### src/rtl/rtc_pulse_pkg.sv
package rtc_pulse_pkg;
  localparam int RATE_W = 4;
  localparam int DATA_W = 8;
  // widest half period is 2^(2^RATE_W - 3) ticks
  localparam int CNT_W = (1 << RATE_W) - 3;
  localparam int PIE_BIT = 6;
  localparam int SQW_BIT = 3;
  localparam logic [DATA_W-1:0] RESET_A = 8'h26;
  localparam logic [DATA_W-1:0] RESET_B = 8'h02;
  localparam logic [DATA_W-1:0] EVT_FLAGS = 8'hC0;

  typedef struct packed {
    logic restart;
    logic run;
    logic [RATE_W-1:0] rate;
  } ctrlStrobes_t;
endpackage

### src/rtl/rtc_pulse_dp.sv
module rtc_pulse_dp
  import rtc_pulse_pkg::*;
(
  input  logic clk,
  input  logic rst_n,
  input  logic tickEn,
  input  ctrlStrobes_t strb,
  output logic phase,
  output logic periodEvt
);
  logic [CNT_W-1:0] cnt;
  logic [CNT_W-1:0] halfLast;
  logic atHalf;

  always_comb begin
    halfLast = (CNT_W'(1) << (strb.rate - RATE_W'(2))) - CNT_W'(1);
    atHalf = (cnt == halfLast);
    periodEvt = tickEn & strb.run & ~strb.restart & atHalf & phase;
  end

  always_ff @(posedge clk or negedge rst_n) begin
    if (!rst_n) begin
      cnt <= '0;
      phase <= 1'b0;
    end else if (strb.restart || !strb.run) begin
      cnt <= '0;
      phase <= 1'b0;
    end else if (tickEn) begin
      if (atHalf) begin
        cnt <= '0;
        phase <= ~phase;
      end else begin
        cnt <= cnt + CNT_W'(1);
      end
    end
  end
endmodule

### src/rtl/rtc_pulse_ctrl.sv
module rtc_pulse_ctrl
  import rtc_pulse_pkg::*;
(
  input  logic clk,
  input  logic rst_n,
  input  logic wrEn,
  input  logic rdEn,
  input  logic [1:0] addr,
  input  logic [DATA_W-1:0] wrData,
  input  logic periodEvt,
  input  logic phase,
  output ctrlStrobes_t strb,
  output logic [DATA_W-1:0] rdData,
  output logic [DATA_W-1:0] regA,
  output logic [DATA_W-1:0] regB,
  output logic [DATA_W-1:0] regC,
  output logic irqOut,
  output logic sqwOut
);
  logic [RATE_W-1:0] rawRate;
  logic [RATE_W-1:0] effRate;

  always_comb begin
    rawRate = regA[RATE_W-1:0];
    if (rawRate == RATE_W'(1) || rawRate == RATE_W'(2))
      effRate = rawRate + RATE_W'(7);
    else
      effRate = rawRate;
    strb.rate = effRate;
    strb.run = (effRate != '0) && (regB[PIE_BIT] || regB[SQW_BIT]);
    strb.restart = wrEn && (addr == 2'd0 || addr == 2'd1);
  end

  always_comb begin
    case (addr)
      2'd0: rdData = regA;
      2'd1: rdData = regB;
      2'd2: rdData = regC;
      default: rdData = '0;
    endcase
  end

  always_ff @(posedge clk or negedge rst_n) begin
    if (!rst_n) begin
      regA <= RESET_A;
      regB <= RESET_B;
    end else if (wrEn) begin
      if (addr == 2'd0) regA <= wrData;
      else if (addr == 2'd1) regB <= wrData;
    end
  end

  always_ff @(posedge clk or negedge rst_n) begin
    if (!rst_n) begin
      regC <= '0;
    end else begin
      if (periodEvt && regB[PIE_BIT])
        regC <= EVT_FLAGS;
      else if (rdEn && addr == 2'd2)
        regC <= '0;
    end
  end

  assign irqOut = regC[DATA_W-1];
  assign sqwOut = phase & regB[SQW_BIT];
endmodule

### src/rtl/rtc_pulse_unit.sv
module rtc_pulse_unit
  import rtc_pulse_pkg::*;
(
  input  logic clk,
  input  logic rst_n,
  input  logic tickEn,
  input  logic wrEn,
  input  logic rdEn,
  input  logic [1:0] addr,
  input  logic [7:0] wrData,
  output logic [7:0] rdData,
  output logic irqOut,
  output logic sqwOut
);
  ctrlStrobes_t strb;
  logic phase;
  logic periodEvt;
  logic [DATA_W-1:0] regA;
  logic [DATA_W-1:0] regB;
  logic [DATA_W-1:0] regC;

  rtc_pulse_ctrl ctrl (
    .clk(clk), .rst_n(rst_n), .wrEn(wrEn), .rdEn(rdEn), .addr(addr),
    .wrData(wrData), .periodEvt(periodEvt), .phase(phase), .strb(strb),
    .rdData(rdData), .regA(regA), .regB(regB), .regC(regC),
    .irqOut(irqOut), .sqwOut(sqwOut)
  );

  rtc_pulse_dp dp (
    .clk(clk), .rst_n(rst_n), .tickEn(tickEn), .strb(strb),
    .phase(phase), .periodEvt(periodEvt)
  );
endmodule

### config.mk
export PLATFORM = sky130hd
export DESIGN_NAME = rtc_pulse_unit
export DESIGN_NICKNAME = d
export VERILOG_FILES = /design/src/rtl/rtc_pulse_pkg.sv /design/src/rtl/rtc_pulse_dp.sv /design/src/rtl/rtc_pulse_ctrl.sv /design/src/rtl/rtc_pulse_unit.sv
export SDC_FILE = /design/constraint.sdc
export NUM_CORES = 1
export LEC_CHECK = 0
export CORE_MARGIN = 1
export CORE_UTILIZATION = 51
export DETAILED_ROUTE_END_ITERATION = 16
export PLACE_DENSITY_LB_ADDON = 0.08
export SLEW_MARGIN = 40
export SYNTH_ARGS = -nofsm -noshare
export SYNTH_HDL_FRONTEND = slang
export SYNTH_HIERARCHICAL = 1
export SYNTH_SLANG_ARGS = --single-unit
### constraint.sdc
create_clock -name clk -period 5.3 [get_ports clk]
set_input_delay 1.06 -clock clk [delete_from_list [all_inputs] [get_ports clk]]
set_output_delay 1.06 -clock clk [all_outputs]
set_load 0.02 [all_outputs]
; ---- Yosys cells after proc, flatten, opt, wreduce, memory -nomap -nowiden
; Cells that the tools add are included.
; Widths: inputs -> output; s select.
[word_totals]
wordCells = 50
register_bits = 38
in_bits = 15
out_inout_bits = 10
[classes]
n_reduce_logical = 17
eq_ne = 5
n_addsub = 4
n_bitwise = 8
shift = 1
muxes = 10
[ops]
columns = operator, count
row1 = $mux 13, 3
row2 = $pmux 8 s3, 1
row3 = $mux 8, 2
row4 = $add 13x1->13 const B, 1
row5 = $eq 13x13->1, 1
row6 = $shl 1x4->13 const A, 1
row7 = $sub 13x2->13 const B, 1
row8 = $reduce_bool 2->1, 3
row9 = $and 1x1->1, 5
row10 = $add 4x3->4 const B, 1
row11 = $eq 4x1->1 const B, 1
row12 = $eq 4x2->1 const B, 1
row13 = $logic_and 1x1->1, 4
row14 = $logic_or 1x1->1, 4
row15 = $mux 4, 1
row16 = $reduce_and 2->1, 2
row17 = $reduce_bool 4->1, 1
row18 = $sub 4x2->4 const B, 1
row19 = $mux 1, 3
row20 = $not 1->1, 3
row21 = $reduce_and 3->1, 1
row22 = $eq 2x1->1 const B, 1
row23 = $eq 2x2->1 const B, 1
row24 = $logic_not 2->1, 1
row25 = $logic_not 1->1, 1

; ---- Depth between registers and ports, before layout
[depth]
word_depth = 11
depth_mapped = 20
ltp_nobuf = 17

; ---- Cells and area by module
; Netlist, hierarchy kept.
[by_module_without_submodules]
columns = mod, seq_area_each_um2, n_inst, cells_per_inst, area_per_inst_um2
row1 = rtc_pulse_dp, 350.3, 1, 160, 1373.8
row2 = rtc_pulse_ctrl, 430.4, 1, 88, 1041.0

; ---- Worst setup path after synthesis
; OpenSTA, ideal clock, no wires.
[synth_timing]
kind = flip-flop to flip-flop
startpoint = register ctrl.regA[1]
endpoint = register dp.cnt[10]
path_buffers = 3
stages_incl_launch_ff = 19
setup_ns = 0.134
arrival_time_ns = 4.251
slack_ns = 0.916
period_less_slack_ns = 4.384
required_ns = 5.166
cell_sequence = dfstp_2 inv_1 ha_1 or2_2 a31oi_1 buf_6 inv_1 ha_1 xor2_2 or3_2 ha_1 clkbuf_8 nor4b_1 a211oi_1 o32a_2 a221oi_2 and4_4 buf_6 nor3_1
[synth_rtl]
columns = item, line_no
row1 = "start, declared", rtc_pulse_ctrl.sv:14  ; output logic [DATA_W-1:0] regA,
row2 = "start signal, assigned", rtc_pulse_ctrl.sv:48  ; if (addr == 2'd0) regA <= wrData;
row3 = "end signal, assigned", rtc_pulse_dp.sv:33  ; cnt <= cnt + CNT_W'(1);
row4 = "end, declared", rtc_pulse_dp.sv:11  ; logic [CNT_W-1:0] cnt;

==> impl_metrics.env <==
export IMPL_floorplan_initialDensity_pct=53.6
export IMPL_antenna_found_initial=0
export IMPL_clk_insertion_delay_late_ns=0.28
export IMPL_num_vias=1769
export IMPL_tritoncts="built"
export IMPL_final_core_utilization_pct=59.8
export IMPL_cts_repair_timing_setup_buffer_count=0
export IMPL_syn_inst=239
export IMPL_timing_hold_violations_final=0
export IMPL_multiInputGateArea_um2=1380
export IMPL_most_frequent_standard_cell_in_the_layout_excluding_fill_and_tap_cells="sky130_fd_sc_hd__dfrtp_1"
export IMPL_relSlewSlack_pct=52.7
export IMPL_largest_net_degree_at_the_start_of_global_routing=32
export IMPL_filler_cells_inserted=390
export IMPL_final_area_um2=2620
export IMPL_tns_ns=0
export IMPL_routed_wl_met2_um=2030
export IMPL_drt_pass1_iter_count=4
export IMPL_worst_ep_arrival_time_ns=4.92
export IMPL_setup_failing_eps_final=0
export IMPL_grt_total_usage_pct=20.5
export IMPL_worst_slew_pin_slew_ns=0.702
export IMPL_diodes=0
export IMPL_achievable_frequency_ghz=0.212
export IMPL_wirelength_met1_um=2490
export IMPL_total_leakage_power_nw=1.10
export IMPL_finish_cell_count_without_fillers=314
export IMPL_dpl_cells=306
export IMPL_crit_path_frequent_cell="sky130_fd_sc_hd__ha_1"
export IMPL_min_period_over_period_pct=89.1
export IMPL_path_class="flop to flop"
export IMPL_syn_area_per_cell_um2=9.84
export IMPL_cts_inserted_buffers=5
export IMPL_outcome="finished, final reports clean"
export IMPL_port_buffers=24
export IMPL_postPlaceCellArea_um2=2530
export IMPL_yosysWarningCount=6
export IMPL_worst_endpoint_required_ns=5.50
export IMPL_fin_skew_ns=0.00979
export IMPL_vdd_drop_max_uv=203
export IMPL_resized_after_cts=0
export IMPL_design_die_area_um2=4890
export IMPL_dp_hpwl_um=3460
export IMPL_grt_setup_unrepaired="no"
export IMPL_initialDrtViolationCount=111
export IMPL_clk_transition_reported_paths_ns=0.07
export IMPL_critical_path_peak_fanout=12
export IMPL_avgViaCountPerCell=5.63
export IMPL_cts_htree_levels=2
export IMPL_final_period_minus_worst_setup_slack_ns=4.72
export IMPL_buffer_depth_of_the_longest_clock_path=2
export IMPL_powerDensity_nw_per_um2=341
export IMPL_max_cap_viol_count=0
export IMPL_layout_drive_gt1_share_pct=19.5
export IMPL_route_final_wire_length_um=4730
export IMPL_mappedNetlistArea_um2=2350
export IMPL_tritoncts_num_sinks=31
export IMPL_grt_pass1_wl_um=7910
export IMPL_worst_path_largest_cell_delay_ns=0.59
export IMPL_crit_path_start_kind="flop"
export IMPL_critPathCaptureType="flop"
export IMPL_syn2layout_area_growth_pct=11.4
export IMPL_synth_fp_nets=260
export IMPL_hold_buffers=0
export IMPL_hold_class="flop to flop"
export IMPL_met3WireLength_um=161
export IMPL_top_signal_layer_used="met4"
export IMPL_count_of_nets_left_with_antenna_violations_after_detail_routing=0
export IMPL_wl_per_cell_um=15.1
export IMPL_ctsRootBufferMaster="sky130_fd_sc_hd__clkbuf_8"
export IMPL_final_net_count=282
export IMPL_io_pin_count=25
export IMPL_placementRows=24
export IMPL_critical_path_cell_with_the_highest_stage_delay="sky130_fd_sc_hd__dfstp_2"
export IMPL_globalplace_congestion=0.867
export IMPL_overflow=0
export IMPL_die_w_um=69.9
export IMPL_placeableCoreArea_um2=4380
export IMPL_ff2ff_setup_slack_ns=0.58
export IMPL_final_cell_mix="27 x sky130_fd_sc_hd__dfrtp_1, 24 x sky130_fd_sc_hd__clkdlybuf4s50_1, 19 x sky130_fd_sc_hd__nor2_1, 17 x sky130_fd_sc_hd__nor3_1, 14 x sky130_fd_sc_hd__nand2_1"
export IMPL_register_area_um2=781
export IMPL_timing_max_transition_violations_final=0
export IMPL_post_route_drc_count=0
export IMPL_critical_path_cell_chain="inv_1, ha_1, or2_2, a31oi_1, buf_4, inv_1, ha_1, xor2_2, or3_2, ha_1, or4_1, o32ai_1, o21ai_0, a221oi_2, and4_4, mux2i_1"
export IMPL_number_of_global_route_vias_before_repair=1685
export IMPL_die_h_um=69.9
==> sequential cells by signal (all words and copies together) (netlist names) <==
register,flops
ctrl/regA,8
ctrl/regB,8
ctrl/regC,1
dp/cnt,13
dp/phase,1
==> final timing paths <==
check | from | to | cells after the start
hold reg to reg | ctrl/regA[6] | ctrl/regA[6] | 1
setup reg to reg | ctrl/regA[1] | dp/phase | 16
setup / recovery | ctrl/regA[1] | dp/phase | 16
hold / removal | ctrl/regA[6] | ctrl/regA[6] | 1
max in group asynchronous | rst_n | ctrl/regA[5] | 2
min in group asynchronous | rst_n | dp/cnt[3] | 2
==> where the power goes <==
group	switching (mW)	internal (mW)
logic	0.228	0.183
registers	0.0255	0.268
clock network	0.0844	0.105
total	0.337	0.555
==> cell type report <==
class	count	share of cell area, %
Clock buffer	7	3.30
Clock inverter	1	0.191
Inverter	11	1.58
Multi-Input combinational cell	185	52.6
Sequential cell	31	29.8
Tap cell	52	2.48
Timing Repair Buffer	27	10.0
==> metal layers <==
layer / vias to the layer above / track usage [%]
met1: 835 / 29.8
met4: 0 / 6.00
met2: 29 / 29.8
met5: - / 0
li1: 897 / -
met3: 8 / 5.48
==> per-stage QoR <==
| step | hold slack, ns | worst slack [ns] | total power, mW |
|---|---|---|---|
| after CTS | 0.509 | 0.590 | 0.901 |
| after global routing | 0.520 | 0.330 | 0.956 |
| after global placement | 0.487 | 0.710 | 0.707 |
| after floorplan | 0.479 | 0.916 | 0.642 |
| final | 0.508 | 0.577 | 0.893 |
| after detailed placement | 0.492 | 0.624 | 0.705 |
==> worst max-delay path, delay by kind of cell, from the launching register on <==
family | cells | cell delay (ns)
AOI/OAI and AO/OA | 4 | 0.85
xor gates and xnor gates | 1 | 0.25
adders and majority gates | 3 | 0.79
buffers and inverters | 3 | 0.33
DFF | 1 | 0.59
muxes | 1 | 0.20
and+or+nand+nor | 4 | 1.62
No activity file was read; power rests on OpenSTA's default activity.
